[src/rtl/psu_seq_pkg.sv]
`timescale 1ns/1ps
package psu_seq_pkg;

    typedef enum logic [2:0] {
        M_BOOT       = 3'd0,
        M_SOFT       = 3'd1,
        M_RUN        = 3'd2,
        M_HOLD_OC    = 3'd3,
        M_HOLD_SURGE = 3'd4,
        M_HOLD_FB    = 3'd5,
        M_SLEEP_FLT  = 3'd6,
        M_SLEEP_CTL  = 3'd7
    } mode_e;

    typedef struct packed {
        logic alive;
        logic on;
        logic surge;
        logic brown;
        logic oc;
        logic fb_high;
        logic fb_low;
        logic ctl_low;
        logic ctl_high;
        logic ss_end;
    } flags_t;

    function automatic logic is_switching(input mode_e m);
        return (m == M_SOFT) || (m == M_RUN);
    endfunction

    function automatic logic is_hold(input mode_e m);
        return (m == M_HOLD_OC) || (m == M_HOLD_SURGE) || (m == M_HOLD_FB);
    endfunction

    function automatic logic is_sleep(input mode_e m);
        return (m == M_SLEEP_FLT) || (m == M_SLEEP_CTL);
    endfunction

    function automatic int unsigned max2(input int unsigned a, input int unsigned b);
        return (a > b) ? a : b;
    endfunction

endpackage

[src/rtl/seq_timer.sv]
`timescale 1ns/1ps
module seq_timer #(
    parameter int unsigned W   = 12,
    parameter int unsigned MAX = 2500
) (
    input  logic         clk,
    input  logic         rst,
    input  logic         clr,
    input  logic         run,
    input  logic         tick,
    output logic [W-1:0] cnt
);
    localparam logic [W-1:0] SAT = W'(MAX);

    always_ff @(posedge clk) begin
        if (rst || clr) begin
            cnt <= '0;
        end else if (run && tick && (cnt != SAT)) begin
            cnt <= cnt + 1'b1;
        end
    end
endmodule

[src/rtl/seq_fsm.sv]
`timescale 1ns/1ps
module seq_fsm
    import psu_seq_pkg::*;
#(
    parameter int unsigned W        = 12,
    parameter int unsigned OC_MS    = 1,
    parameter int unsigned SURGE_MS = 10,
    parameter int unsigned QUAL_MS  = 100,
    parameter int unsigned REC_MS   = 2500
) (
    input  logic         clk,
    input  logic         rst,
    input  flags_t       f,
    input  logic [W-1:0] cnt,
    output mode_e        mode,
    output logic         tmr_clr,
    output logic         tmr_run
);
    localparam logic [W-1:0] OC_LIM    = W'(OC_MS);
    localparam logic [W-1:0] SURGE_LIM = W'(SURGE_MS);
    localparam logic [W-1:0] QUAL_LIM  = W'(QUAL_MS);
    localparam logic [W-1:0] REC_LIM   = W'(REC_MS);

    mode_e nxt;
    logic  resume_soft;
    logic  qual;
    mode_e resume;

    assign qual   = f.brown | f.fb_high | f.ctl_high;
    assign resume = resume_soft ? M_SOFT : M_RUN;

    always_comb begin
        nxt = mode;
        if (!f.alive) begin
            nxt = M_BOOT;
        end else begin
            case (mode)
                M_BOOT: begin
                    if (f.on && !f.ctl_low) nxt = M_SOFT;
                end
                M_SOFT, M_RUN: begin
                    if (f.oc)                            nxt = M_HOLD_OC;
                    else if (f.surge)                    nxt = M_HOLD_SURGE;
                    else if (f.ctl_low)                  nxt = M_SLEEP_CTL;
                    else if (f.fb_low)                   nxt = M_HOLD_FB;
                    else if (mode == M_SOFT) begin
                        if (f.ss_end)                    nxt = M_RUN;
                    end else if (qual && (cnt >= QUAL_LIM)) begin
                        nxt = M_SLEEP_FLT;
                    end
                end
                M_HOLD_OC, M_HOLD_SURGE, M_HOLD_FB: begin
                    if (f.surge) begin
                        if (mode != M_HOLD_SURGE)        nxt = M_HOLD_SURGE;
                        else if (cnt >= SURGE_LIM)       nxt = M_SLEEP_FLT;
                    end else if (f.ctl_low) begin
                        nxt = M_SLEEP_CTL;
                    end else begin
                        case (mode)
                            M_HOLD_OC:    if (cnt >= OC_LIM) nxt = resume;
                            M_HOLD_FB:    if (!f.fb_low)     nxt = resume;
                            default:                         nxt = resume;
                        endcase
                    end
                end
                M_SLEEP_FLT: begin
                    if ((cnt >= REC_LIM) && !f.surge && !f.ctl_low) nxt = M_BOOT;
                end
                M_SLEEP_CTL: begin
                    if (!f.ctl_low && !f.surge) nxt = M_BOOT;
                end
                default: nxt = M_BOOT;
            endcase
        end
    end

    always_comb begin
        tmr_clr = (nxt != mode) || ((mode == M_RUN) && !qual);
        tmr_run = (mode == M_HOLD_OC) || (mode == M_HOLD_SURGE) ||
                  (mode == M_SLEEP_FLT) || ((mode == M_RUN) && qual);
    end

    always_ff @(posedge clk) begin
        if (rst) begin
            mode        <= M_BOOT;
            resume_soft <= 1'b0;
        end else begin
            mode <= nxt;
            if (is_switching(mode) && is_hold(nxt)) begin
                resume_soft <= (mode == M_SOFT);
            end
        end
    end
endmodule

[src/rtl/seq_decode.sv]
`timescale 1ns/1ps
module seq_decode
    import psu_seq_pkg::*;
(
    input  mode_e mode,
    input  logic  oc,
    output logic  sw_en,
    output logic  chg_en,
    output logic  ss_dis
);
    always_comb begin
        sw_en  = is_switching(mode) && !oc;
        chg_en = (mode == M_BOOT) || is_sleep(mode);
        ss_dis = is_sleep(mode);
    end
endmodule

[src/rtl/psu_mode_seq.sv]
`timescale 1ns/1ps
module psu_mode_seq
    import psu_seq_pkg::*;
#(
    parameter int unsigned OC_MS    = 1,
    parameter int unsigned SURGE_MS = 10,
    parameter int unsigned QUAL_MS  = 100,
    parameter int unsigned REC_MS   = 2500
) (
    input  logic       clk,
    input  logic       rst,
    input  logic       ms_tick_i,
    input  logic       vcc_alive_i,
    input  logic       vcc_on_i,
    input  logic       surge_i,
    input  logic       brown_i,
    input  logic       oc_i,
    input  logic       fb_high_i,
    input  logic       fb_low_i,
    input  logic       ctl_low_i,
    input  logic       ctl_high_i,
    input  logic       ss_end_i,
    output logic       sw_en_o,
    output logic       chg_en_o,
    output logic       ss_dis_o,
    output logic [2:0] mode_o
);
    localparam int unsigned T_MAX = max2(max2(OC_MS, SURGE_MS), max2(QUAL_MS, REC_MS));
    localparam int unsigned TW    = $clog2(T_MAX + 1);

    flags_t          flg;
    mode_e           mode;
    logic            tmr_clr;
    logic            tmr_run;
    logic [TW-1:0]   tmr_cnt;

    always_comb begin
        flg.alive    = vcc_alive_i;
        flg.on       = vcc_on_i;
        flg.surge    = surge_i;
        flg.brown    = brown_i;
        flg.oc       = oc_i;
        flg.fb_high  = fb_high_i;
        flg.fb_low   = fb_low_i;
        flg.ctl_low  = ctl_low_i;
        flg.ctl_high = ctl_high_i;
        flg.ss_end   = ss_end_i;
    end

    seq_timer #(.W(TW), .MAX(T_MAX)) u_timer (
        .clk  (clk),
        .rst  (rst),
        .clr  (tmr_clr),
        .run  (tmr_run),
        .tick (ms_tick_i),
        .cnt  (tmr_cnt)
    );

    seq_fsm #(
        .W(TW), .OC_MS(OC_MS), .SURGE_MS(SURGE_MS),
        .QUAL_MS(QUAL_MS), .REC_MS(REC_MS)
    ) u_fsm (
        .clk     (clk),
        .rst     (rst),
        .f       (flg),
        .cnt     (tmr_cnt),
        .mode    (mode),
        .tmr_clr (tmr_clr),
        .tmr_run (tmr_run)
    );

    seq_decode u_dec (
        .mode   (mode),
        .oc     (oc_i),
        .sw_en  (sw_en_o),
        .chg_en (chg_en_o),
        .ss_dis (ss_dis_o)
    );

    assign mode_o = mode;
endmodule

[config.mk]
export PLATFORM = sky130hd
export DESIGN_NAME = psu_mode_seq
export DESIGN_NICKNAME = d
export VERILOG_FILES = /design/src/rtl/psu_seq_pkg.sv /design/src/rtl/seq_timer.sv /design/src/rtl/seq_fsm.sv /design/src/rtl/seq_decode.sv /design/src/rtl/psu_mode_seq.sv
export SDC_FILE = /design/constraint.sdc
export NUM_CORES = 1
export LEC_CHECK = 0
export BUFFER_PORTS_ARGS = -buffer_cell sky130_fd_sc_hd__buf_2
export CORE_ASPECT_RATIO = 1.2
export CORE_MARGIN = 8
export CORE_UTILIZATION = 50
export DETAILED_ROUTE_END_ITERATION = 7
export PLACE_DENSITY = 0.77
export SYNTH_ARGS = -nofsm -noshare
export SYNTH_HDL_FRONTEND = slang
export SYNTH_SLANG_ARGS = --single-unit
export TNS_END_PERCENT = 30
[constraint.sdc]
create_clock -name clk -period 2.8 [get_ports clk]
set_input_delay 0.28 -clock clk [delete_from_list [all_inputs] [get_ports clk]]
set_output_delay 0.28 -clock clk [all_outputs]
set_load 0.01 [all_outputs]
Word-level counts from Yosys, hierarchy flattened
Index checks and enable logic that the tools add are counted.
W data, S select, Z words.
- register bits: 16
- input port bits: 13
- output and inout port bits: 6
- logic and storage cells: 71
- $add $sub $neg: 1
- magnitude comparators: 4
- eq/ne operators: 13
- mux-type cells: 20
- bitwise operators: 2
- reductions and logical operators: 28
- operator list (operator ; number):
    $mux W3 ; 17
    $eq A3 B3 Y1 const B ; 6
    $pmux W3 S5 ; 1
    $add A12 B1 Y12 const B ; 1
    $ge A12 B1 Y1 const B ; 1
    $ge A12 B12 Y1 const B ; 1
    $ge A12 B4 Y1 const B ; 1
    $ge A12 B7 Y1 const B ; 1
    $ne A12 B12 Y1 const B ; 1
    $logic_and A1 B1 Y1 ; 11
    $logic_or A1 B1 Y1 ; 10
    $eq A3 B2 Y1 const B ; 3
    $pmux W3 S2 ; 1
    $logic_not A1 Y1 ; 4
    $eq A3 B1 Y1 const B ; 1
    $logic_not A3 Y1 ; 1
    $ne A3 B3 Y1 ; 1
    $ne A3 B3 Y1 const B ; 1
    $reduce_or A3 Y1 ; 1
    $mux W2 ; 1
    $or A1 B1 Y1 ; 2
    $reduce_or A2 Y1 ; 1

Logic depth before layout (Yosys ltp)
Gate-level depths: netlist (run 1).
- depth after elaboration: 15
- gate-level depth with buffers: 10
- depth with buffers taken out: 9

By module
A second synthesis (run 1) with hierarchy kept.
- cell total of the unflattened synthesis: 176
- area total of the unflattened synthesis: 1346.3 sq um
- modules (own cells, without submodules) (module ; instances ; cells an instance ; area an instance (sq um) ; seq. area each (sq um)):
    seq_fsm ; 1 ; 99 ; 684.4 ; 80.1
    seq_timer ; 1 ; 72 ; 628.1 ; 240.2
    seq_decode ; 1 ; 5 ; 33.8 ; 0.0

Worst setup path before layout (run 1)
OpenSTA, ideal clock, no wires.
- path kind: flip-flop to flip-flop
- from: register u_timer.cnt[1]
- to: register u_timer.cnt[2]
- setup time: 0.115 ns
- data arrival time: 2.122 ns
- required time: 2.685 ns
- path slack: 0.563 ns
- cell stages (with the launch flop): 11
- buffers on the path: 1
- clock period less this slack: 2.237 ns
- path through: dfxtp_1 > inv_1 > ha_1 > or4b_4 > nor4_1 > o21ai_1 > o211ai_2 > o2111ai_1 > nand4b_4 > buf_6 > nor2_2
- word-level cells in the longest chain between the ends: 13
- elaborated cells on any way between the ends: 28
- classes of those cells: add/sub (1); order compare (4); eq/ne (2); mux (15); reduce/logical (6)
- ends and longest elaborated chain (element ; line ; source):
    start: declaration ; seq_timer.sv:11 ; output logic [W-1:0] cnt
    start signal: assignment ; seq_timer.sv:19 ; cnt <= cnt + 1'b1;
    $ge A12 B7 Y1 ; seq_fsm.sv:48 ; end else if (qual && (cnt >= QUAL_LIM)) begin
    $logic_and A1 B1 Y1 ; seq_fsm.sv:48 ;
    $mux W3 ; seq_fsm.sv:48 ;
    $mux W3 ; seq_fsm.sv:46 ; else if (mode == M_SOFT) begin
    $mux W3 ; seq_fsm.sv:45 ; else if (f.fb_low) nxt = M_HOLD_FB;
    $mux W3 ; seq_fsm.sv:44 ; else if (f.ctl_low) nxt = M_SLEEP_CTL;
    $mux W3 ; seq_fsm.sv:43 ; else if (f.surge) nxt = M_HOLD_SURGE;
    $mux W3 ; seq_fsm.sv:42 ; if (f.oc) nxt = M_HOLD_OC;
    $pmux W3 S5 ; seq_fsm.sv:37 ; case (mode)
    $mux W3 ; seq_fsm.sv:34 ; if (!f.alive) begin
    $ne A3 B3 Y1 ; seq_fsm.sv:78 ; tmr_clr = (nxt != mode) || ((mode == M_RUN) && !qual);
    $logic_or A1 B1 Y1 ; seq_fsm.sv:78 ;
    $logic_or A1 B1 Y1 ; seq_timer.sv:16 ; if (rst || clr) begin
Several ways; a longest one is shown, not always the timed one.
A chain may end at the register's enable or synchronous reset.

Worst setup path in the final report (run 1)
- from: register u_timer.cnt[1]
- to: register u_timer.cnt[4]
The elaborated chain is that of the path after synthesis.

==> results of run 1 <==
-- state kept, by name, indices dropped and copies added (netlist names) --
register           count
u_fsm.mode             3
u_timer.cnt           12
u_fsm.resume_soft      1
-- layout make-up --
class                   instances  area, um2
fillers                       240       1060
multi-input cells             138        932
flip-flops and latches         16        320
repair buffers                 20        105
well taps                      33       41.3
clock buffers                   4       36.3
inverters                       9       33.8
-- report_power, final --
part	leakage [nW]	switching [mW]	internal, mW
registers	0.129	0.00268	0.229
clock network	0.0210	0.0688	0.0791
logic	0.397	0.0358	0.0235
-- routing by layer --
layer | up-vias | global-route usage, %
li1 | 646 | -
met1 | 592 | 15.7
met2 | 45 | 25.3
met3 | 4 | 3.54
met4 | 0 | 6.85
met5 | - | 0
-- path summary, 6_finish.rpt --
check                                startpoint              end  slack, ns  depth (start not counted)
worst max register to register   u_timer.cnt[1]   u_timer.cnt[4]       0.28                          9
worst min-delay path                        rst    u_fsm.mode[0]       0.22                          2
worst max-delay path             u_timer.cnt[1]   u_timer.cnt[4]       0.28                          9
worst min register to register  u_timer.cnt[10]  u_timer.cnt[10]       0.59                          2
-- worst reg2reg max path, cell delays in order (launching register included) --
cell      delay, ns
dfxtp_1        0.43
inv_1          0.12
ha_1           0.19
or4b_4         0.48
nor3_1         0.16
o31ai_1        0.09
a31oi_1        0.30
xnor2_1        0.22
nand4b_4       0.29
nor2_1         0.18
-- logic make-up (layout without fill, tap and decap cells) --
logic type | after synthesis | count (layout) | share of synthesized area, %
mux | 4 | 4 | 3.20
buf+inv | 17 | 33 | 5.83
simple gates | 87 | 87 | 38.0
fa+ha+maj | 4 | 4 | 3.76
xor+xnor | 13 | 13 | 8.56
flops | 16 | 16 | 24.1
compound gates | 30 | 30 | 16.6
-- cells in the final DEF, fill, tap and decap left out, types with 3 or more instances in the layout --
cell,n
clkbuf_4,3
nor2_2,9
buf_2,18
xnor2_1,9
nor3_1,8
nand2_1,15
nor4_1,4
dfxtp_1,16
inv_1,9
a31oi_1,3
a211oi_1,3
nor2b_1,4
nand2b_1,4
nand3_1,8
ha_1,4
nand4b_1,4
a21oi_1,5
nor2_1,16
xor2_1,4
==> metrics.cfg, run 1 <==
[setup_path]
crit_slowest_cell = or4b_4
required_ns = 3.02
critPathLaunchType = register
cp_num_buf_inv = 1
endpoint_kind = register
path_cells = inv_1 -> ha_1 -> or4b_4 -> nor3_1 -> o31ai_1 -> a31oi_1 -> xnor2_1 -> nand4b_4 -> nor2_1
cp_top_family = simple AND/OR/NAND/NOR gates
crit_fanout = 12
critPathKind = reg -> reg
critPathArrivalTime_ns = 2.74
cpPeakStageDelay_ns = 0.48

[clocking]
holdBufCountCts = 0
post_cts_buffers = 0
cts_buffer_depth = 2
cts_sinks = 16
cts-root-buf = clkbuf_4
cts-buffers-inserted = 3
cts_htree_levels = 1
clk_pin_slew_worst_paths_ns = 0.09
cts_resized = 0
clk-insertion-delay-late_ns = 0.28
cts_tree = built

[die]
dieArea_um2 = 4570
design.core.area_um2 = 2530
dieWidth_um = 63.1
ios = 19
initial_core_util_pct = 52.6
die_y_um = 72.5
rows = 20

[placement]
dp_worst_setup_slack_ns = 0.300
io_buffers = 18
dpl.hpwl_um = 2500
globalplace.congestion = 0.935
placed_area_um2 = 1430
numPlacedInstances = 216

[timing]
rsz0062_at_grt = no
setup_viol = 0
fmax_mhz = 397
worstMarginPinSlew_ns = 0.574
holdWs_ns = 0.220
slew_headroom_pct = 61.3
fin_crit_sh_pct = 90.0
setup_ws_ns = 0.279
finalSetupTns_ns = 0
min_period_ns = 2.52
skew_ns = 0.00199
hold_viol_final = 0
finalMaxSlewViolations = 0

[pwr]
p_leak_nw = 0.547
p_per_area_nw_per_um2 = 299
vdd_drop_max_v = 0.000248
p_total_uw = 439

[drt]
ant_nets = 0
vias_per_cell = 5.85
wl_met3_um = 190
vias = 1287
drt-met1-wl_um = 1390
drtIter0Drc = 84
routed.top_layer = met4
wl_met2_um = 1580
routed_wl_um = 3220
route.detailed.drc = 0
wl_per_cell_um = 14.6
dr.pass1.iters = 4

[yosys]
synthArstFlopShare_pct = 0
synthTopCellsByCount = dfxtp_1 (16), nor2_1 (16), nand2_1 (15)
yosysSeqAreaShare_pct = 24.1
synth_nets = 188
ys.flop_type = dfxtp_1
synth_top_area_share_pct = 24.1
synth.avg_cell_area_um2 = 7.78
synth_cell_types = 49
synth_area_um2 = 1330
synth-warning-count = 0
ys_ff_latch = 16
synth_largest_area_cell = dfxtp_1
syn_inst = 171
ys_top_cells_by_area = dfxtp_1 (24%), xnor2_1 (5.9%), nor2_1 (4.5%)
synth-edff-count = 0

[cells_and_area]
fin_cells = 220
area_growth_pct = 10.4
final_area_um2 = 1470
antenna_cells = 0
drive_gt1_share_pct = 23.5
nNetsFinal = 205
fin_util_pct = 58.1

[global_route]
grtUsageTotal_pct = 14.3
grt-ovfl-total = 0
grt_pass1_vias = 1253
grt_pass1_wl_um = 5550
grt_max_degree = 15
grt_antenna_before_repair = 0

[run_status]
status = finished clean

[flow_run]
cap_violations = 0

[min_path]
worstHoldPathType = in -> reg

Note: power is estimated with default switching activity, not from simulation.
==> inputs of run 2 (changes only) <==
--- a/config.mk
+++ b/config.mk
@@ -11,6 +11,7 @@
 export CORE_UTILIZATION = 50
 export DETAILED_ROUTE_END_ITERATION = 7
 export PLACE_DENSITY = 0.77
+export RECOVER_POWER = 50
 export SYNTH_ARGS = -nofsm -noshare
 export SYNTH_HDL_FRONTEND = slang
 export SYNTH_SLANG_ARGS = --single-unit
==> metrics.cfg, run 2 (synthesized netlist as in run 1, its figures left out) <==
[cells_and_area]
largestRegisters = u_timer.cnt x12, u_fsm.mode x3, u_fsm.resume_soft x1  ; unchanged
final_cell_mix = nor2_1 (16), dfxtp_1 (16), nand2_1 (15)  ; was buf_2 (18), nor2_1 (16), dfxtp_1 (16)
drive_gt1_share_pct = 20.3  ; was 23.5%
nNetsFinal = 205  ; unchanged
largest_register = u_timer.cnt  ; unchanged
fillers = 247  ; was 240
area_growth_pct = 9.69  ; was 10.4%
largest_register_ffs = 12  ; unchanged
final_area_um2 = 1460  ; was 1470 um2
antenna_cells = 0  ; unchanged

[placement]
placed_area_um2 = 1430  ; unchanged
io_buffers = 18  ; unchanged
globalplace.congestion = 0.935  ; unchanged
dpl.hpwl_um = 2500  ; unchanged

[run_status]
status = finished clean  ; unchanged

[timing]
fin_crit_sh_pct = 90.3  ; was 90.0%
min_period_ns = 2.53  ; was 2.52 ns
rsz0062_at_grt = no  ; unchanged
finalMaxSlewViolations = 0  ; unchanged
finalSetupTns_ns = 0  ; unchanged
worstMarginPinSlew_ns = 0.572  ; was 0.574 ns
setup_viol = 0  ; unchanged
skew_ns = 0.00256  ; was 0.00199 ns
fmax_mhz = 396  ; was 397 MHz
hold_viol_final = 0  ; unchanged
slew_headroom_pct = 61.5  ; was 61.3%

[die]
rows = 20  ; unchanged
initial_core_util_pct = 52.6  ; unchanged
design.core.area_um2 = 2530  ; unchanged
die_y_um = 72.5  ; unchanged
dieWidth_um = 63.1  ; unchanged
dieArea_um2 = 4570  ; unchanged
ios = 19  ; unchanged

[global_route]
busiest_layer = met2  ; unchanged
grt_use_met3_pct = 3.54  ; unchanged
grt_pass1_wl_um = 5550  ; unchanged
grt-ovfl-total = 0  ; unchanged
grtUsageTotal_pct = 14.3  ; unchanged
grt_pass1_vias = 1253  ; unchanged
grt_util_met1_pct = 15.7  ; unchanged
grt_max_degree = 15  ; unchanged
grt_antenna_before_repair = 0  ; unchanged
grt_use_met2_pct = 25.3  ; unchanged

[flow_run]
cap_violations = 0  ; unchanged

[setup_path]
critPathLaunchType = register  ; unchanged
endpoint_kind = register  ; unchanged
critPathArrivalTime_ns = 2.75  ; was 2.74 ns
required_ns = 3.02  ; about the same
crit_fanout = 12  ; unchanged
critPathKind = reg -> reg  ; unchanged

[clocking]
cts_sinks = 16  ; unchanged
cts_tree = built  ; unchanged
cts-buffers-inserted = 3  ; unchanged
clk-insertion-delay-late_ns = 0.28  ; about the same
post_cts_buffers = 0  ; unchanged
cts_htree_levels = 1  ; unchanged
cts_buffer_depth = 2  ; unchanged
clk_pin_slew_worst_paths_ns = 0.09  ; about the same
holdBufCountCts = 0  ; unchanged
cts-root-buf = clkbuf_4  ; unchanged
cts_resized = 0  ; unchanged

[pwr]
power_frac_comb_pct = 13.5  ; about the same
pwr-share-clk_pct = 33.7  ; about the same
p_switching_uw = 108  ; was 107 uW
p_per_area_nw_per_um2 = 301  ; was 299 nW/um2
intPower_uw = 331  ; was 332 uW
p_leak_nw = 0.526  ; was 0.547 nW
vdd_drop_max_v = 0.000249  ; was 0.000248 V
pwr-share-seq_pct = 52.8  ; about the same
p_sw_share_pct = 24.5  ; was 24.4%

[drt]
route.detailed.drc = 0  ; unchanged
drtIter0Drc = 87  ; was 84
routed_wl_um = 3210  ; was 3220 um
vias = 1305  ; was 1287
dr.pass1.iters = 4  ; unchanged
ant_nets = 0  ; unchanged
wl_per_cell_um = 14.6  ; about the same
vias_per_cell = 5.93  ; was 5.85

[min_path]
worstHoldPathType = in -> reg  ; unchanged

==> run 2: cell count changes in the layout (fill, tap and decap cells not counted) <==
| cell | change |
|---|---|
| o21ai_1 | -1 |
| or4b_1 | +1 |
| o21ai_0 | +1 |
| clkbuf_1 | +5 |
| buf_2 | -5 |
| or4b_4 | -1 |
==> run 2: critical path: stages, from the launching register on <==
cell and delay, ns:
dfxtp_1 0.43, inv_1 0.12, ha_1 0.19, or4b_1 0.48, nor3_1 0.16, o31ai_1 0.09
a31oi_1 0.30, xnor2_1 0.22, nand4b_4 0.30, nor2_1 0.17
==> run 2: cell type report <==
class                           instances  area, um2  area share [%]
Clock buffer                            4       36.3            2.49
Inverter                                9       33.8            2.32
Multi-Input combinational cell        138        928            63.6
Sequential cell                        16        320            22.0
Tap cell                               33       41.3            2.83
Timing Repair Buffer                   20       98.8            6.78
==> run 2: per-layer routing <==
layer / vias up / wire length, um
met5: - / 0
met4: 0 / 91
met3: 10 / 191
met2: 55 / 1550
met1: 593 / 1370
li1: 647 / -
==> run 2: stage by stage <==
stage          instances  total power, mW  setup slack, ns  utilization [%]  hold slack, ns
3_5_place_dp         216            0.296            0.300             56.7           0.518
4_1_cts              220            0.445            0.267             58.1           0.213
2_1_floorplan        171            0.279            0.563                -           0.352
5_1_grt              220            0.462           0.0744             57.7           0.203
6_report             220            0.439            0.272             57.7           0.221
3_3_place_gp         216            0.293            0.429             56.7           0.522
==> run 2: path summary, 6_finish.rpt <==
path | from | to | slack, ns | cells past startpoint
max | u_timer.cnt[1] | u_timer.cnt[4] | 0.27 | 9
min | rst | u_fsm.mode[0] | 0.22 | 2
max reg2reg | u_timer.cnt[1] | u_timer.cnt[4] | 0.27 | 9
min reg2reg | u_timer.cnt[10] | u_timer.cnt[10] | 0.59 | 2
==> run 2: power groups by stage <==
stage	combinational [mW]	clock (mW)	sequential [mW]
2_1_floorplan	0.0429	0	0.236
3_3_place_gp	0.0563	0	0.237
3_5_place_dp	0.0588	0	0.237
4_1_cts	0.0591	0.154	0.232
5_1_grt	0.0647	0.165	0.232
6_report	0.0591	0.148	0.232
